`src/rtl/gpio_bb_pkg.sv`:
```
package gpio_bb_pkg;

    // Word indices (byte address >> 2) whose meaning the logic decodes
    localparam int IDX_PA_DOUT = 0;
    localparam int IDX_PA_DIN  = 1;
    localparam int IDX_PA_OE   = 2;
    localparam int IDX_PD_DOUT = 16;
    localparam int IDX_PD_DIN  = 17;
    localparam int IDX_PD_OE   = 18;

    // Bit positions used by neighbouring devices
    localparam int PA_RDY_BIT = 7;
    localparam int PA_ALE_BIT = 6;
    localparam int PA_CLE_BIT = 5;
    localparam int PA_CE_BIT  = 4;
    localparam int PD_SCK_BIT = 1;
    localparam int PD_SDO_BIT = 4;
    localparam int PD_SDI_BIT = 4;

    typedef enum logic {
        BUS_IDLE   = 1'b0,
        BUS_RDRESP = 1'b1
    } bus_state_e;

endpackage

```
`src/rtl/gpio_bb_regfile.sv`:
```
module gpio_bb_regfile
    import gpio_bb_pkg::*;
#(
    parameter int DATA_W = 32,
    parameter int NWORDS = 23,
    parameter int IDX_W  = 5
) (
    input  logic                           clk,
    input  logic                           rst_n,
    input  logic                           wr_en,
    input  logic [IDX_W-1:0]               wr_idx,
    input  logic [DATA_W-1:0]              wr_data,
    output logic [NWORDS-1:0][DATA_W-1:0]  words
);

    for (genvar i = 0; i < NWORDS; i++) begin : g_word
        if (i == IDX_PA_DIN || i == IDX_PD_DIN) begin : g_ro
            // data-in views hold no storage; the read mux composes them
            assign words[i] = '0;
        end else begin : g_rw
            logic [DATA_W-1:0] q;
            always_ff @(posedge clk) begin
                if (!rst_n)
                    q <= '0;
                else if (wr_en && wr_idx == IDX_W'(i))
                    q <= wr_data;
            end
            assign words[i] = q;
        end
    end


    oe_store_chk: assert property (@(posedge clk) disable iff (!rst_n)
        (wr_en && wr_idx == IDX_W'(IDX_PA_OE)) |=> (words[IDX_PA_OE] == $past(wr_data)));

endmodule

```
`src/rtl/gpio_bb_rdmux.sv`:
```
module gpio_bb_rdmux
    import gpio_bb_pkg::*;
#(
    parameter int DATA_W = 32,
    parameter int NWORDS = 23,
    parameter int IDX_W  = 5
) (
    input  logic [NWORDS-1:0][DATA_W-1:0]  words,
    input  logic [IDX_W-1:0]               rd_idx,
    input  logic                           addr_ok,
    input  logic                           nand_rdy,
    input  logic                           sns_sdi,
    output logic [DATA_W-1:0]              rd_word
);

    logic [DATA_W-1:0] pa_view;
    logic [DATA_W-1:0] pd_view;

    always_comb begin
        pa_view = words[IDX_PA_DOUT] & words[IDX_PA_OE];
        pa_view[PA_RDY_BIT] = pa_view[PA_RDY_BIT] | nand_rdy;
        pd_view = words[IDX_PD_DOUT] & words[IDX_PD_OE];
        pd_view[PD_SDI_BIT] = pd_view[PD_SDI_BIT] | sns_sdi;
    end

    always_comb begin
        rd_word = '0;
        if (addr_ok) begin
            if (rd_idx == IDX_W'(IDX_PA_DIN))
                rd_word = pa_view;
            else if (rd_idx == IDX_W'(IDX_PD_DIN))
                rd_word = pd_view;
            else if (int'(rd_idx) < NWORDS)
                rd_word = words[rd_idx];
        end
    end

endmodule

```
`src/rtl/gpio_bb_sck_edge.sv`:
```
module gpio_bb_sck_edge (
    input  logic wr_hit,    // valid write to port-D data-out
    input  logic new_sck,   // written clock bit
    input  logic new_sdo,   // written data bit
    input  logic cur_sck,   // stored clock bit
    output logic evt,
    output logic evt_level,
    output logic evt_sdo
);

    always_comb begin
        evt       = wr_hit && (new_sck != cur_sck);
        evt_level = new_sck;
        evt_sdo   = new_sdo;
    end

endmodule

```
`src/rtl/gpio_bitbang_bridge.sv`:
```
module gpio_bitbang_bridge
    import gpio_bb_pkg::*;
#(
    parameter int ADDR_W    = 8,
    parameter int DATA_W    = 32,
    parameter int WIN_BYTES = 92
) (
    input  logic              clk,
    input  logic              rst_n,
    input  logic              bus_req,
    input  logic              bus_we,
    input  logic [ADDR_W-1:0] bus_addr,
    input  logic [DATA_W-1:0] bus_wdata,
    output logic              bus_ready,
    output logic              bus_rvalid,
    output logic [DATA_W-1:0] bus_rdata,
    output logic              nand_ale,
    output logic              nand_cle,
    output logic              nand_ce,
    input  logic              nand_rdy,
    output logic              sns_edge,
    output logic              sns_level,
    output logic              sns_sdo,
    input  logic              sns_sdi
);

    localparam int NWORDS = WIN_BYTES / 4;
    localparam int IDX_W  = $clog2(NWORDS);

    bus_state_e state_q, state_d;

    logic [NWORDS-1:0][DATA_W-1:0] words;
    logic [IDX_W-1:0]              word_idx;
    logic                          addr_ok;
    logic                          wr_en;
    logic                          rd_accept;
    logic [DATA_W-1:0]             rd_word;
    logic [DATA_W-1:0]             rdata_q;

    assign word_idx  = bus_addr[2 +: IDX_W];
    assign addr_ok   = (bus_addr[1:0] == 2'b00) && (int'(bus_addr) < WIN_BYTES);
    assign wr_en     = bus_req && bus_we && bus_ready && addr_ok;
    assign rd_accept = bus_req && !bus_we && bus_ready;

    // state register
    always_ff @(posedge clk) begin
        if (!rst_n)
            state_q <= BUS_IDLE;
        else
            state_q <= state_d;
    end

    // next state
    always_comb begin
        state_d = state_q;
        unique case (state_q)
            BUS_IDLE:   if (bus_req && !bus_we) state_d = BUS_RDRESP;
            BUS_RDRESP: state_d = BUS_IDLE;
            default:    state_d = BUS_IDLE;
        endcase
    end

    // state outputs
    always_comb begin
        bus_ready  = 1'b0;
        bus_rvalid = 1'b0;
        unique case (state_q)
            BUS_IDLE:   bus_ready  = 1'b1;
            BUS_RDRESP: bus_rvalid = 1'b1;
            default:    bus_ready  = 1'b0;
        endcase
    end

    always_ff @(posedge clk) begin
        if (!rst_n)
            rdata_q <= '0;
        else if (rd_accept)
            rdata_q <= rd_word;
    end
    assign bus_rdata = rdata_q;

    gpio_bb_regfile #(
        .DATA_W (DATA_W),
        .NWORDS (NWORDS),
        .IDX_W  (IDX_W)
    ) u_regs (
        .clk     (clk),
        .rst_n   (rst_n),
        .wr_en   (wr_en),
        .wr_idx  (word_idx),
        .wr_data (bus_wdata),
        .words   (words)
    );

    gpio_bb_rdmux #(
        .DATA_W (DATA_W),
        .NWORDS (NWORDS),
        .IDX_W  (IDX_W)
    ) u_rdmux (
        .words    (words),
        .rd_idx   (word_idx),
        .addr_ok  (addr_ok),
        .nand_rdy (nand_rdy),
        .sns_sdi  (sns_sdi),
        .rd_word  (rd_word)
    );

    gpio_bb_sck_edge u_edge (
        .wr_hit    (wr_en && word_idx == IDX_W'(IDX_PD_DOUT)),
        .new_sck   (bus_wdata[PD_SCK_BIT]),
        .new_sdo   (bus_wdata[PD_SDO_BIT]),
        .cur_sck   (words[IDX_PD_DOUT][PD_SCK_BIT]),
        .evt       (sns_edge),
        .evt_level (sns_level),
        .evt_sdo   (sns_sdo)
    );

    assign nand_ale = words[IDX_PA_DOUT][PA_ALE_BIT];
    assign nand_cle = words[IDX_PA_DOUT][PA_CLE_BIT];
    assign nand_ce  = words[IDX_PA_DOUT][PA_CE_BIT];


    rd_resp_chk: assert property (@(posedge clk) disable iff (!rst_n)
        (bus_req && !bus_we && bus_ready) |=> (bus_rvalid && !bus_ready));


    rvalid_single_chk: assert property (@(posedge clk) disable iff (!rst_n)
        bus_rvalid |=> (!bus_rvalid && bus_ready));


    nand_strobe_chk: assert property (@(posedge clk) disable iff (!rst_n)
        (bus_req && bus_we && bus_ready && bus_addr == ADDR_W'(4 * IDX_PA_DOUT))
        |=> (nand_ale == $past(bus_wdata[PA_ALE_BIT]) && nand_ce == $past(bus_wdata[PA_CE_BIT])));


    edge_level_chk: assert property (@(posedge clk) disable iff (!rst_n)
        sns_edge |=> (words[IDX_PD_DOUT][PD_SCK_BIT] == $past(sns_level)));


    bad_addr_chk: assert property (@(posedge clk) disable iff (!rst_n)
        (bus_req && bus_we && !addr_ok) |=> $stable(words));

endmodule

```
`config.mk`:
```
export PLATFORM = sky130hd
export DESIGN_NAME = gpio_bitbang_bridge
export DESIGN_NICKNAME = d
export VERILOG_FILES = /design/src/rtl/gpio_bb_pkg.sv /design/src/rtl/gpio_bb_regfile.sv /design/src/rtl/gpio_bb_rdmux.sv /design/src/rtl/gpio_bb_sck_edge.sv /design/src/rtl/gpio_bitbang_bridge.sv
export SDC_FILE = /design/constraint.sdc
export NUM_CORES = 2
export LEC_CHECK = 0
export BUFFER_PORTS_ARGS = -buffer_cell sky130_fd_sc_hd__buf_4
export CORE_MARGIN = 2
export CORE_UTILIZATION = 55
export CTS_CLUSTER_DIAMETER = 150
export DETAILED_ROUTE_END_ITERATION = 8
export GPL_TIMING_DRIVEN = 0
export PLACE_DENSITY = 0.69
export SETUP_SLACK_MARGIN = 0.3
export SLEW_MARGIN = 0
export SYNTH_ARGS = -nofsm -noshare
export SYNTH_HDL_FRONTEND = slang
export SYNTH_SLANG_ARGS = --single-unit
```
`constraint.sdc`:
```
create_clock -name clk -period 2.4 [get_ports clk]
set_input_delay 0.48 -clock clk [delete_from_list [all_inputs] [get_ports clk]]
set_output_delay 0.48 -clock clk [all_outputs]
set_load 0.05 [all_outputs]
```
# ---- Word-level counts from Yosys, hierarchy flattened
# Cells that the tools add are included.
dict set report totals {
  out_inout_bits 40
  reg_bits 705
  wordCells 95
  mem_count 0
  inputBits 46
  romBits 0
  mem_bits_rw 0
  latchBits 0
}
dict set report op_classes {
  muxes 10
  n_shift 0
  mul 0
  n_lt_le_gt_ge 3
  div_mod_pow 0
  add_sub_neg 0
  bitwise 5
  reduce_logical 31
  eq_ne 23
}
# op n
set op_table {}
lappend op_table {{$bmux W32 S5} 1}
lappend op_table {{$mux W32} 5}
lappend op_table {{$and A32 B32 Y32} 2}
lappend op_table {{$eq A5 B4 Y1 const B} 8}
lappend op_table {{$eq A5 B5 Y1 const B} 7}
lappend op_table {{$logic_and A1 B1 Y1} 28}
lappend op_table {{$eq A5 B3 Y1 const B} 4}
lappend op_table {{$eq A5 B2 Y1 const B} 2}
lappend op_table {{$lt A8 B7 Y1 const B} 1}
lappend op_table {{$lt A5 B6 Y1 const B} 1}
lappend op_table {{$eq A5 B1 Y1 const B} 1}
lappend op_table {{$logic_not A5 Y1} 1}
lappend op_table {{$lt A5 B5 Y1 const B} 1}
lappend op_table {{$mux W1} 3}
lappend op_table {{$logic_not A2 Y1} 1}
lappend op_table {{$or A1 B1 Y1} 2}
lappend op_table {{$pmux W1 S2} 1}
lappend op_table {{$logic_not A1 Y1} 1}
lappend op_table {{$ne A1 B1 Y1} 1}
lappend op_table {{$not A1 Y1} 1}

# ---- Longest topological paths before layout
dict set report logic_depth {
  depth_word 6
  depth_mapped 9
  depth_no_buf 5
}

# ---- By module
# Synthesis repeated with hierarchy kept, for this count alone.
dict set report hier_totals {
  hier_cells 3301
  area_unflattened_um2 33066.7
}
# mod cells_each instances seq_area_each_um2 area_per_inst_um2
set modules_own_cells {}
lappend modules_own_cells {gpio_bb_regfile 2363 1 13452.9 24631.1}
lappend modules_own_cells {gpio_bb_rdmux 784 1 0.0 7028.0}
lappend modules_own_cells {gpio_bitbang_bridge 150 1 660.6 1377.6}
lappend modules_own_cells {gpio_bb_sck_edge 4 1 0.0 30.0}

# ---- Worst setup path before layout
# Ideal clock, no wire load.
dict set report synth_timing {
  path_kind {input -> output}
  from {input bus_addr[1]}
  to {output sns_edge}
  arrival_time_ps 2368
  path_stages 7
  setup_slack_ps -448
  path_buffers 3
  t_required_ps 1920
  cell_sequence {nor4_2 > and3_1 > buf_2 > buf_2 > nand3_1 > clkbuf_1 > nor2_1}
}
dict set report synth_between {
  elab_chain_len 5
  elab_cells_between_ends 6
  cone_classes {order compare (1); reduce/logical (5)}
}
# element line_no
set synth_rtl {}
lappend synth_rtl {{start, declared} gpio_bitbang_bridge.sv:12} ;# input logic [ADDR_W-1:0] bus_addr,
lappend synth_rtl {{$lt A8 B7 Y1 or $logic_not A2 Y1 (tied branches)} gpio_bitbang_bridge.sv:41} ;# assign addr_ok = (bus_addr[1:0] == 2'b00) && (int'(bus_addr) < WIN_BYTES);
lappend synth_rtl {{$logic_and A1 B1 Y1 (*)} gpio_bitbang_bridge.sv:41}
lappend synth_rtl {{$logic_and A1 B1 Y1 (*)} gpio_bitbang_bridge.sv:42} ;# assign wr_en = bus_req && bus_we && bus_ready && addr_ok;
lappend synth_rtl {{$logic_and A1 B1 Y1 (*)} gpio_bitbang_bridge.sv:109} ;# .wr_hit (wr_en && word_idx == IDX_W'(IDX_PD_DOUT)),
lappend synth_rtl {{$logic_and A1 B1 Y1 (*)} gpio_bb_sck_edge.sv:12} ;# evt = wr_hit && (new_sck != cur_sck);
lappend synth_rtl {{end, declared} gpio_bitbang_bridge.sv:21} ;# output logic sns_edge,
# Mark *: on every way between the ends. The rest lies on a longest branch, timed or not.

# ---- Worst setup path after layout
dict set report layout_timing {
  from {register state_q}
  to {register u_regs.g_word[11].g_rw.q[27]}
}
dict set report layout_between {
  elab_chain_len 4
}
# element line_no
set layout_rtl {}
lappend layout_rtl {{start, declared} gpio_bitbang_bridge.sv:30} ;# bus_state_e state_q, state_d;
lappend layout_rtl {{start signal, assigned} gpio_bitbang_bridge.sv:50} ;# state_q <= state_d;
lappend layout_rtl {{$mux W1} gpio_bitbang_bridge.sv:67} ;# unique case (state_q)
lappend layout_rtl {{$logic_and A1 B1 Y1 (2 in series)} gpio_bitbang_bridge.sv:42}
lappend layout_rtl {{$logic_and A1 B1 Y1} gpio_bb_regfile.sv:25} ;# else if (wr_en && wr_idx == IDX_W'(i))
lappend layout_rtl {{end signal, assigned} gpio_bb_regfile.sv:26} ;# q <= wr_data;
lappend layout_rtl {{end, declared} gpio_bb_regfile.sv:21} ;# logic [DATA_W-1:0] q;
# Every way passes these cells.
# A chain may end at the register's enable or synchronous reset.

==> out/metrics.yaml <==
detailed_routing:
  vias: 32200
  drt_iter0_drc: 4537
  avgViaCountPerCell: 6.47
  firstDrtPassIters: 8
  drc: 0
  drt-total-wl_um: 137000
  ant_nets: 0
  wl_per_cell_um: 27.5
floorplan:
  dieArea_sq_mm: 0.0588
  core-area_sq_mm: 0.0563
  start_util: 0.556
  rows: 87
  io_pins: 86
  dieHeight_um: 242
  die_x_um: 242
place:
  gp_congestion: 1.00
  io_buffers: 82
  post_dp_cell_area_sq_mm: 0.0329
  dp.cells: 4721
  dp_hpwl_um: 93600
timing:
  fin_crit_sh: 1.10
  fin_hold_ws_ps: 102
  clock.fmax_mhz: 379
  maxSlewHeadroom: 0.179
  rsz0062_at_grt: "yes"
  setup_viol: 392
  fin_crit_ps: 2640
  tightest_slew_ps: 1230
  setup_slack_ps: -236
  skew_ps: 22.7
  slew_violations: 0
  hold_violations: 0
yosys:
  synth_nets: 3929
  synth_edf_count: 0
  synth_area_sq_mm: 0.0313
  syn_area_per_cell_sq_um: 8.06
  synth_async_sr_flop_share: 0
  synth.top_cell.area_share: 0.451
  synth_common_cells: "nand2_1, a21oi_1, dfxtp_1"
  yosysUniqueCellTypes: 56
  ys_ff_latch: 705
  synthMostInstantiatedCell: "nand2_1"
  ys.flop_type: "dfxtp_1"
  yosysSeqAreaShare: 0.451
  ys_top_cells_by_area: "dfxtp_1, nand2_1, a21oi_1, mux4_2, mux2i_1"
  synth_top_cell_by_area: "dfxtp_1"
  yosysWarnings: 0
  netlist_instances: 3883
pwr:
  p_sw_frac: 0.258
  pwr-share-clk: 0.469
  vdd_drop_max_mv: 0.716
  p_leak_nw: 14.2
  p_per_area_mw_per_mm2: 632
  power_frac_comb: 0.076
  switching_power_mw: 6.65
  intPower_mw: 19.1
  finalPower_mw: 25.8
  pwr-share-seq: 0.455
cts:
  htreeDepth: 3
  cts_hold_buf: 0
  cts_tree: "done"
  cts_buffers: 74
  clock_path_buffers: 3
  cts_root_buf: "clkbuf_16"
  numClockSinks: 705
  clk_pin_slew_worst_paths_ps: 60
  clk_latency_ps: 650
global_routing:
  grt_use_total: 0.430
  grt_start_max_net_pins: 15
  antenna_found_initial: 2
  grt_overflow: 0
  grt_pass1_vias: 28600
  grt_pass1_wl_um: 188000
critical_path:
  cp_cell_sequence: "nor4_4, buf_4, buf_6, buf_6, buf_6, buf_6, nand3_4, buf_8, buf_12, buf_6, or4_4, buf_12, buf_12, buf_16, nand2_2, a21oi_2"
  slowest_stage: "or4_4"
  worstSetupPathType: "register to register"
  crit_family: "buffers and inverters"
  cp.arrival_ps: 3130
  critPathCaptureType: "register"
  crit_fanout: 8
  crit_buf_inv: 11
  cp_slowest_stage_delay_ps: 430
  worstPathRequired_ps: 2890
  setup.worst_path.start_class: "register"
  critPathMostFrequentCell: "buf_6"
final_layout:
  design_area_sq_mm: 0.0408
  seq_area_sq_mm: 0.0141
  finalNonFillerCells: 4981
  multi_input_area_sq_mm: 0.0179
  fillers: 4193
  drive_gt1_frac: 0.286
  area_delta_synth_final_pct: 30.3
  final_net_count: 4208
  final_util: 0.724
run:
  maxCapViolations: 0
run_status:
  violations: "negative setup slack"
  status: "finished with violations"
worst_hold_path:
  hold_class: "input pin to register"
[sequential cells by signal (all words and copies together), names as in the netlist]
register	cells
u_regs.g_word.g_rw.q	672
state_q	1
bus_rdata	32
[cells by family (layout without fill, tap and decap cells)]
family | count (synthesis) | in the layout | synth area share
simple gates | 1607 | 1607 | 0.209
compound gates | 955 | 955 | 0.169
flops | 705 | 705 | 0.451
buf+inv | 396 | 735 | 0.0616
mux | 219 | 219 | 0.108
xor+xnor | 1 | 1 | 0.000280
other cells | 0 | 3 | 0
[routing by layer]
metal,share of wire,global-route usage,vias to the layer above,wire length [um]
met5,0.000095,0,-,13
met4,0.078,0.251,2,10800
met3,0.13,0.143,633,17900
met2,0.43,0.643,2469,58400
met1,0.36,0.542,15300,50000
li1,-,-,13800,-
[path summary, 6_finish.rpt]
path / from / endpoint / slack, ps / depth (start not counted)
hold / removal: bus_wdata[30] / u_regs.g_word[9].g_rw.q[30]$_SDFFE_PN0P_ / 100 / 3
setup / recovery: state_q$_SDFF_PP0_ / u_regs.g_word[11].g_rw.q[27]$_SDFFE_PN0P_ / -240 / 16
hold reg to reg: u_regs.g_word[22].g_rw.q[27]$_SDFFE_PN0P_ / u_regs.g_word[22].g_rw.q[27]$_SDFFE_PN0P_ / 450 / 2
setup reg to reg: state_q$_SDFF_PP0_ / u_regs.g_word[11].g_rw.q[27]$_SDFFE_PN0P_ / -240 / 16
[repair_timing]
item                       in CTS  in global routing
buffers inserted               58                 23
gates cloned                   27                 13
setup endpoints to repair     660                691
pin swaps                     196                246
resized for setup             435                620
hold endpoints to repair        0                  0
[worst reg2reg max path, cell delays in order, from the launching register on]
cell     delay, ps
dfxtp_4        350
nor4_4         170
buf_4          160
buf_6           90
buf_6           80
buf_6           80
buf_6           80
nand3_4        100
buf_8          160
buf_12         120
buf_6          110
or4_4          430
buf_12         190
buf_12         140
buf_16         140
nand2_2         60
a21oi_2         50
[power by group through the flow]
stage          combinational [mW]  clock, mW  sequential (mW)
2_1_floorplan               0.853          0             12.0
3_3_place_gp                 1.64          0             12.0
3_5_place_dp                 1.64          0             12.0
4_1_cts                      1.72       12.0             11.7
5_1_grt                      1.95       12.4             11.7
6_report                     1.97       12.1             11.7
[cell usage in the layout, fill, tap and decap left out, types with 62 or more instances in the layout]
master,synthesis,final
mux4_2,92,92
nand2_2,0,108
a21oi_2,0,247
buf_2,104,62
clkbuf_16,0,97
dfxtp_1,705,704
nand2_4,0,168
nor2_1,70,66
buf_4,26,125
clkbuf_1,229,209
buf_6,24,81
nand2_1,1375,1099
mux2i_1,96,93
a21oi_1,705,458
[per-stage QoR]
| step | TNS [ps] | setup WS [ps] |
|---|---|---|
| final | -35520 | -236 |
| after global routing | -62720 | -292 |
| after CTS | -651 | -213 |
| after detailed placement | -269180 | -911 |
| after global placement | -270960 | -932 |
| after floorplan | 0 | 198 |
[cell type report]
cell class,instances,area share
Multi-Input combinational cell,2782,0.440
Sequential cell,705,0.346
Buffer,389,0.0661
Timing Repair Buffer,203,0.0623
Clock buffer,114,0.0555
Tap cell,756,0.0232
Clock inverter,22,0.00614
Inverter,7,0.000644
Antenna cell,3,0.000184
Note: power is estimated with default switching activity, not from simulation.
